==> src/rtl/fault_timer_pkg.sv <==
package fault_timer_pkg;

    typedef enum logic [1:0] {
        UL_IDLE = 2'd0,
        UL_RUN  = 2'd1,
        UL_DONE = 2'd2
    } ul_state_e;

    function automatic int unsigned cnt_bits(int unsigned max_val);
        return (max_val < 2) ? 1 : $clog2(max_val + 1);
    endfunction

endpackage

==> src/rtl/oc_chan_timer.sv <==
module oc_chan_timer #(
    parameter int unsigned LONG_TICKS  = 200,
    parameter int unsigned SHORT_TICKS = 25
) (
    input  logic clk,
    input  logic rst_n,
    input  logic tick,
    input  logic armed,
    input  logic fast,
    input  logic clr,
    output logic latch_off
);
    import fault_timer_pkg::*;

    localparam int unsigned MAXD = (LONG_TICKS > SHORT_TICKS) ? LONG_TICKS : SHORT_TICKS;
    localparam int unsigned CW   = cnt_bits(MAXD);

    typedef struct packed {
        logic          run;
        logic [CW-1:0] cnt;
        logic          off;
    } oc_state_t;

    oc_state_t st_d, st_q;

    always_comb begin
        st_d = st_q;
        if (clr) begin
            st_d.run = 1'b0;
            st_d.cnt = '0;
            st_d.off = 1'b0;
        end else if (!armed || st_q.off) begin
            st_d.run = 1'b0;
            st_d.cnt = '0;
        end else if (!st_q.run) begin
            st_d.run = 1'b1;
            st_d.cnt = fast ? CW'(SHORT_TICKS) : CW'(LONG_TICKS);
        end else if (tick) begin
            if (st_q.cnt <= CW'(1)) begin
                st_d.off = 1'b1;
                st_d.run = 1'b0;
                st_d.cnt = '0;
            end else begin
                st_d.cnt = st_q.cnt - CW'(1);
            end
        end
    end

    always_ff @(posedge clk or negedge rst_n) begin
        if (!rst_n) begin
            st_q <= '0;
        end else begin
            st_q <= st_d;
        end
    end

    assign latch_off = st_q.off;

    p_latch_holds_r2: assert property (@(posedge clk) disable iff (!rst_n)
        st_q.off && !clr |=> st_q.off);

    p_latch_needs_tick_r2: assert property (@(posedge clk) disable iff (!rst_n)
        $rose(st_q.off) |-> $past(armed && tick));

    p_count_bound_r4: assert property (@(posedge clk) disable iff (!rst_n)
        st_q.cnt <= CW'(MAXD));

    p_clear_wins_r10: assert property (@(posedge clk) disable iff (!rst_n)
        clr |=> !st_q.off && !st_q.run);

endmodule

==> src/rtl/ul_global_timer.sv <==
module ul_global_timer #(
    parameter int unsigned NCH      = 12,
    parameter int unsigned UL_TICKS = 350
) (
    input  logic           clk,
    input  logic           rst_n,
    input  logic           tick,
    input  logic [NCH-1:0] want,
    input  logic           shut_en,
    input  logic           clr,
    output logic [NCH-1:0] off_mask,
    output logic           expired
);
    import fault_timer_pkg::*;

    localparam int unsigned CW = cnt_bits(UL_TICKS);

    typedef struct packed {
        ul_state_e      state;
        logic [CW-1:0]  cnt;
        logic [NCH-1:0] off;
    } ul_regs_t;

    ul_regs_t rg_d, rg_q;
    logic [NCH-1:0] cond;
    logic           any_ul;

    assign cond   = want & ~rg_q.off;
    assign any_ul = |cond;

    always_comb begin
        rg_d = rg_q;
        if (clr) begin
            rg_d.state = UL_IDLE;
            rg_d.cnt   = '0;
            rg_d.off   = '0;
        end else if (!any_ul) begin
            rg_d.state = UL_IDLE;
            rg_d.cnt   = '0;
        end else begin
            unique case (rg_q.state)
                UL_IDLE: begin
                    rg_d.state = UL_RUN;
                    rg_d.cnt   = CW'(UL_TICKS);
                end
                UL_RUN: begin
                    if (tick) begin
                        if (rg_q.cnt <= CW'(1)) begin
                            rg_d.state = UL_DONE;
                            rg_d.cnt   = '0;
                        end else begin
                            rg_d.cnt = rg_q.cnt - CW'(1);
                        end
                    end
                end
                UL_DONE: begin
                    if (shut_en) begin
                        rg_d.off = rg_q.off | cond;
                    end
                end
                default: begin
                    rg_d.state = UL_IDLE;
                end
            endcase
        end
    end

    always_ff @(posedge clk or negedge rst_n) begin
        if (!rst_n) begin
            rg_q <= '{state: UL_IDLE, cnt: '0, off: '0};
        end else begin
            rg_q <= rg_d;
        end
    end

    assign off_mask = rg_q.off;
    assign expired  = (rg_q.state == UL_DONE) && any_ul;

    p_off_needs_enable_r8: assert property (@(posedge clk) disable iff (!rst_n)
        ((rg_q.off & ~$past(rg_q.off)) != '0) |-> $past(shut_en));

    p_idle_when_quiet_r11: assert property (@(posedge clk) disable iff (!rst_n)
        !any_ul |=> rg_q.state == UL_IDLE);

    p_count_range_r7: assert property (@(posedge clk) disable iff (!rst_n)
        rg_q.state == UL_RUN |-> (rg_q.cnt != '0) && (rg_q.cnt <= CW'(UL_TICKS)));

    p_clear_all_r10: assert property (@(posedge clk) disable iff (!rst_n)
        clr |=> rg_q.off == '0);

endmodule

==> src/rtl/fault_timer_top.sv <==
module fault_timer_top #(
    parameter int unsigned NCH            = 12,
    parameter int unsigned OC_LONG_TICKS  = 200,
    parameter int unsigned OC_SHORT_TICKS = 25,
    parameter int unsigned UL_TICKS       = 350
) (
    input  logic           clk,
    input  logic           rst_n,
    input  logic           tick,
    input  logic [NCH-1:0] cmd_en,
    input  logic [NCH-1:0] oc_flag,
    input  logic [NCH-1:0] ul_flag,
    input  logic           oc_fast,
    input  logic           ul_shut_en,
    input  logic           clr_commit,
    output logic [NCH-1:0] oc_off,
    output logic [NCH-1:0] ul_off,
    output logic           ovld_stat,
    output logic           undld_stat
);

    typedef struct packed {
        logic ovld;
        logic undld;
    } stat_t;

    stat_t          stat_d, stat_q;
    logic           ul_expired;
    logic [NCH-1:0] oc_armed;

    assign oc_armed = cmd_en & oc_flag;

    for (genvar ch = 0; ch < NCH; ch++) begin : g_oc
        oc_chan_timer #(
            .LONG_TICKS (OC_LONG_TICKS),
            .SHORT_TICKS(OC_SHORT_TICKS)
        ) u_oc (
            .clk      (clk),
            .rst_n    (rst_n),
            .tick     (tick),
            .armed    (oc_armed[ch]),
            .fast     (oc_fast),
            .clr      (clr_commit),
            .latch_off(oc_off[ch])
        );
    end

    ul_global_timer #(
        .NCH     (NCH),
        .UL_TICKS(UL_TICKS)
    ) u_ul (
        .clk     (clk),
        .rst_n   (rst_n),
        .tick    (tick),
        .want    (cmd_en & ul_flag),
        .shut_en (ul_shut_en),
        .clr     (clr_commit),
        .off_mask(ul_off),
        .expired (ul_expired)
    );

    always_comb begin
        stat_d = stat_q;
        if (clr_commit) begin
            stat_d = '0;
        end else begin
            stat_d.ovld  = stat_q.ovld  | (|oc_off);
            stat_d.undld = stat_q.undld | ul_expired;
        end
    end

    always_ff @(posedge clk or negedge rst_n) begin
        if (!rst_n) begin
            stat_q <= '0;
        end else begin
            stat_q <= stat_d;
        end
    end

    assign ovld_stat  = stat_q.ovld;
    assign undld_stat = stat_q.undld;

    p_ovld_follows_r6: assert property (@(posedge clk) disable iff (!rst_n)
        (|oc_off) && !clr_commit |=> ovld_stat);

    p_undld_with_mask_r8: assert property (@(posedge clk) disable iff (!rst_n)
        (|ul_off) |-> undld_stat);

    p_status_cleared_r10: assert property (@(posedge clk) disable iff (!rst_n)
        clr_commit |=> !ovld_stat && !undld_stat);

endmodule

==> config.mk <==
export PLATFORM = sky130hd
export DESIGN_NAME = fault_timer_top
export DESIGN_NICKNAME = d
export VERILOG_FILES = /design/src/rtl/fault_timer_pkg.sv /design/src/rtl/oc_chan_timer.sv /design/src/rtl/ul_global_timer.sv /design/src/rtl/fault_timer_top.sv
export SDC_FILE = /design/constraint.sdc
export NUM_CORES = 1
export LEC_CHECK = 0
export BUFFER_PORTS_ARGS = -buffer_cell sky130_fd_sc_hd__buf_2
export CAP_MARGIN = 20
export CORE_UTILIZATION = 30
export DETAILED_ROUTE_END_ITERATION = 10
export HOLD_SLACK_MARGIN = 0.02
export MAX_ROUTING_LAYER = met4
export PLACE_DENSITY_LB_ADDON = 0.2
export SKIP_CTS_REPAIR_TIMING = 1
export SYNTH_ARGS = -nofsm -noshare
export SYNTH_HDL_FRONTEND = slang
export SYNTH_SLANG_ARGS = --single-unit
==> constraint.sdc <==
create_clock -name clk -period 2.29 [get_ports clk]
set_clock_uncertainty 0.15 [all_clocks]
set_input_delay 0.458 -clock clk [delete_from_list [all_inputs] [get_ports clk]]
set_output_delay 0.458 -clock clk [all_outputs]
set_load 0.1 [all_outputs]
======== After elaboration in Yosys (flattened, before gate mapping) ========
Index checks and enable logic that the tools add are counted.
cells by class
  $add $sub $neg .......................... 13
  order comparisons ....................... 13
  equality and inequality tests ........... 30
  mux-type cells .......................... 120
  bitwise logic cells ..................... 7
  reductions and logical operators ........ 71
operator list
  operator                                                         count
  two-way mux 10 bit                                               24
  two-way mux 9 bit                                                25
  two-way mux 8 bit                                                13
  less-or-equal comparator 8 x 1 -> 1 bit (second input constant)  12
  subtractor 8 x 1 -> 8 bit (second input constant)                12
  != test 4 bit (second input constant)                            15
  nonzero test 2 bit                                               28
  two-way mux 1 bit                                                48
  AND reduction 4 bit                                              12
  bitwise AND 12 bit                                               3
  two-way mux 12 bit                                               3
  != test 2 bit (second input constant)                            12
  OR reduction 12 bit                                              2
  two-way mux 23 bit                                               1
  two-way mux 11 bit                                               2
  case mux 9 bit (2 select lines)                                  1
  logical NOT 1 bit                                                12
  logical OR 1 bit                                                 12
  inverter 12 bit                                                  1
  bitwise OR 12 bit                                                1
  less-or-equal comparator 9 x 1 -> 1 bit (second input constant)  1
  subtractor 9 x 1 -> 9 bit (second input constant)                1
  case mux 2 bit (3 select lines)                                  1
  AND reduction 3 bit                                              2
  8 further kinds                                                  10
storage, ports and cells
  register bits after elaboration ......... 145
  bits of input ports ..................... 42
  logic and storage cells ................. 295

======== Logic depth before layout (Yosys ltp) ========
  depth after elaboration ................. 7
  mapped depth ............................ 8
  depth with buffers taken out ............ 7

======== Cells and area by module ========
A second synthesis with hierarchy kept.
unflattened totals
  cell total of the unflattened synthesis .. 965
  area total of the unflattened synthesis .. 8,674.6 um^2
by module, submodules not included
  module           times used  cells an instance  area an instance (um^2)  seq. area each (um^2)
  oc_chan_timer    12          65                 585.6                    250.2
  ul_global_timer  1           152                1,410.1                  575.6
  fault_timer_top  1           33                 237.7                    50.0

======== Worst setup path before layout ========
No wires, ideal clock.
  path type ............................... flip-flop to flip-flop
  start ................................... register g_oc[1].u_oc.st_q[1] in the netlist's numbering
  end ..................................... register g_oc[1].u_oc.st_q[8] in the netlist's numbering
  arrival ................................. 1.881 ns
  path slack .............................. 0.175 ns
  stages on the path, launching flop included .. 7
  path buffers ............................ 0
  cell sequence ........................... dfrtp_1 > inv_1 > ha_1 > or2_2 > and2_1 > or4b_2 > o21ai_0
between the ends
  cells in the longest elaborated chain, start to end .. 6
  elaborated cells on any way between the ends .. 7
RTL lines
  item                                                                                         line                                      RTL
  start, declared                                                                              oc_chan_timer.sv:24                       oc_state_t st_d, st_q;
  start signal, assigned                                                                       oc_chan_timer.sv:53                       st_q <= st_d;
  subtractor 8 x 1 -> 8 bit / less-or-equal comparator 8 x 1 -> 1 bit (equally long branches)  oc_chan_timer.sv:44, oc_chan_timer.sv:39
  two-way mux 8 bit (*)                                                                        oc_chan_timer.sv:39                       if (st_q.cnt <= CW'(1)) begin
  two-way mux 10 bit (*)                                                                       oc_chan_timer.sv:38                       end else if (tick) begin
  two-way mux 9 bit (*)                                                                        oc_chan_timer.sv:35                       end else if (!st_q.run) begin
  two-way mux 9 bit (*)                                                                        oc_chan_timer.sv:32                       end else if (!armed || st_q.off) begin
  two-way mux 10 bit (*)                                                                       oc_chan_timer.sv:28                       if (clr) begin
Mark *: on every way between the ends. The rest lies on a longest branch, timed or not. The select of a mux whose other input is x is not followed.
A chain may end at the register's enable or synchronous reset.

======== Final worst setup path ========
Same ends and word-level chain as after synthesis.

==> impl_results.md <==
- Outcome: finished clean
- Static Leak: 4.558 nW
- Hold Crit Start: oc_flag[11]
- Routed wire per std cell: 17.31 µm
- Psw: 1.815 mW
- Dominant cells by area after synthesis: dfrtp_1, nand2_1, nor2_1
- Post-layout power: 6.592 mW
- Post-synthesis net count: 1035
- Starting density of the core: 30.76%
- Top FF cell, synth: dfrtp_1
- Share of layout cells above drive strength 1: 16.27%
- Crit path required time: 2.48 ns
- Num Clock Sinks: 145
- CTS tree: yes
- Clock transition at path regs: 0.06 ns
- Critical-path maximum fanout: 7
- Share of the synthesized area in the top cell type: 42.11%
- RR Startpoint: g_oc[1].u_oc.st_q[1]$_DFFE_PN0P_
- Yosys warns: 0
- Chip Height: 171.5 µm
- Syn Area/Cell: 8.910 µm²
- First-pass GRT wire length: 40.28 mm
- Power share of the combinational group: 14.4%
- Int Pwr: 4.776 mW
- Ant. Diodes: 0
- Max-cap viol count: 0
- PD cells: 647.8 nW/µm²
- Maximum VDD drop: 0.3816 mV
- Via count: 7688
- WHS Path Cells: 3
- Worst Path Arrival: 2.40 ns
- Worst-Margin Slew: 0.6211 ns
- Number of global-route vias before repair: 7436
- Commonest non-fill, non-tap cell in the layout: dfrtp_1
- Tot GR Track Use: 18.16%
- Vias per cell: 5.357
- Die Area: 29400 µm²
- Total negative setup slack: 0 ns
- Sequential Power Share: 41.9%
- HPWL Detailed: 18.00 mm
- Final min period: 2.210 ns
- Placed Cells: 1400
- R2R cell count: 6
- CP Launch Type: flop
- Crit share post-route: 96.52%
- Max_slew headroom: 58.55%
- Share of synthesized registers carrying an async set or reset: 100.0%
- Crit. End Element: flop
- Clock share of power: 43.7%
- Cells after Synth: 967
- Hold endpoint: g_oc[11].u_oc.st_q[4]$_DFFE_PN0P_
- Global route overflow: 0
- Drt first pass iters: 5
- WL final: 24.83 mm
- Seq/Total Area, Yosys: 42.11%
- # nets final: 1112
- R2r endpoint: g_oc[1].u_oc.st_q[8]$_DFFE_PN0P_
- Synth area leader: dfrtp_1
- Final ANT Viol Nets: 0
- Initial antenna violation count: 1
- H-Tree Depth: 4
- R2R Setup Slk: 0.08 ns
- TritonCTS Buffers: 17
- WHS: 0.1617 ns
- I/O Buffers: 67
- Cell Rows: 61
- FMAX: 452.4 MHz
- Initial DRC Count: 496
- Core Area: 28010 µm²
- Area after DPL: 9522 µm²
- Synth cell types: 80
- GPL Wtd Cong: 0.8731
- Post-synth EDFFs: 0
- Final-report hold violation count: 0
- Largest net degree at the start of global routing: 51
- Setup Viol. Count Final: 0
- Commonest non-fill, non-tap cells in the layout: dfrtp_1, nand2_1, nor2_1
- Die extent in x: 171.5 µm
- Root Driver: clkbuf_16
- Clk Latency, worst-skew pair: 0.43 ns
- DRC viols: 0
- Non-filler cells, final: 1435
- Post-synthesis to final-layout area growth: 18.11%
- Yosys reg bits: 145
- Post-Syn Area: 8616 µm²
- Max-slew violations: 0
- Ports: 68
- CTS max path bufs: 2
- RSZ-0062 raised after global routing: yes
- Hold WC Path Type: in -> reg
- Sw Share: 27.54%
- WS Path Type: reg -> reg
- Final non-filler cell area: 10180 µm²
## through the flow
step	util (%)	setup WS (ns)
after floorplan	-	0.1746
after global placement	33.99	0.01373
after detailed placement	33.99	-0.03075
after CTS	36.15	-0.04286
after global routing	36.33	-0.03802
final	36.33	0.07974
## synth_stat cells, types with 5 or more instances
library cell,n
or2_2,5
o211ai_1,10
nand3_1,27
dfrtp_1,145
nor2b_1,9
nor4_2,5
and3_1,10
nand2_1,104
nor4_1,15
clkbuf_1,17
o2bb2ai_1,19
a41oi_1,8
a31oi_1,22
a32oi_1,6
o31ai_1,13
nor2_1,91
a21oi_1,38
xnor2_1,8
ha_1,26
o21ai_0,55
xor2_1,5
buf_1,6
or4_1,9
buf_2,8
o21bai_1,5
o22ai_1,18
a221o_1,10
buf_4,24
or3_1,35
nand3b_1,8
nor3_1,47
nor3b_1,6
nand2b_1,12
o41ai_1,6
inv_1,43
and2_1,6
## worst max-delay path, cell delays in order, from the launching register on
cell and delay (ns):
dfrtp_1 0.45, inv_1 0.07, ha_1 0.21, or2_2 0.30, and2_1 0.20, or4b_2 0.66
o21ai_0 0.09
## how the worst max path moves through the flow
stage / startpoint / to / slack, ns / cells after the start
floorplan: g_oc[1].u_oc.st_q[1]$_DFFE_PN0P_ / g_oc[1].u_oc.st_q[8]$_DFFE_PN0P_ / 0.17 / 6
global placement: g_oc[10].u_oc.st_q[6]$_DFFE_PN0P_ / g_oc[10].u_oc.st_q[7]$_DFFE_PN0P_ / 0.01 / 5
detailed placement: g_oc[10].u_oc.st_q[6]$_DFFE_PN0P_ / g_oc[10].u_oc.st_q[7]$_DFFE_PN0P_ / -0.03 / 5
CTS: g_oc[10].u_oc.st_q[6]$_DFFE_PN0P_ / g_oc[10].u_oc.st_q[7]$_DFFE_PN0P_ / -0.04 / 5
global route: g_oc[10].u_oc.st_q[6]$_DFFE_PN0P_ / g_oc[10].u_oc.st_q[7]$_DFFE_PN0P_ / -0.04 / 5
finish: g_oc[1].u_oc.st_q[1]$_DFFE_PN0P_ / g_oc[1].u_oc.st_q[8]$_DFFE_PN0P_ / 0.08 / 6
## metal layers
layer	up-vias	global-route usage, %	routed length [µm]
met5	-	-	0
met4	0	6.755	563
met3	28	3.336	1085
met2	174	27.72	11530
met1	3760	23.85	11650
li1	3726	-	-
## power groups by stage
| stage | Sequential (mW) | Combinational, mW | Clock, mW |
|---|---|---|---|
| 2_1_floorplan | 2.79 | 0.592 | 0 |
| 3_3_place_gp | 2.80 | 0.940 | 0 |
| 3_5_place_dp | 2.80 | 0.939 | 0 |
| 4_1_cts | 2.76 | 0.942 | 2.95 |
| 5_1_grt | 2.78 | 1.07 | 3.07 |
| 6_report | 2.76 | 0.951 | 2.88 |
## cell type report
| type | instances | area, µm² |
|---|---|---|
| Sequential cell | 145 | 3628 |
| Tap cell | 378 | 473.0 |
| Fill cell | 2908 | 17830 |
| Multi-Input combinational cell | 723 | 4542 |
| Timing Repair Buffer | 113 | 764.5 |
| Clock buffer | 25 | 505.5 |
| Inverter | 44 | 165.2 |
| Clock inverter | 7 | 97.59 |
## flip-flops by register name, indices dropped and copies added (netlist names)
signal / flops
g_oc.u_oc.latch_off: 12
g_oc.u_oc.st_q: 108
ovld_stat: 1
u_ul.off_mask: 12
u_ul.rg_q: 11
undld_stat: 1
## kinds of logic (layout without fill, tap and decap cells)
logic type	Yosys count	after routing	synth area share (%)
simple gates	423	423	26.08
compound gates	255	255	20.51
flops	145	145	42.11
buf+inv	99	189	5.475
fa+ha+maj	26	26	3.776
xor+xnor	13	13	1.322
mux	6	6	0.7261
(Power assumes the default switching activity.)
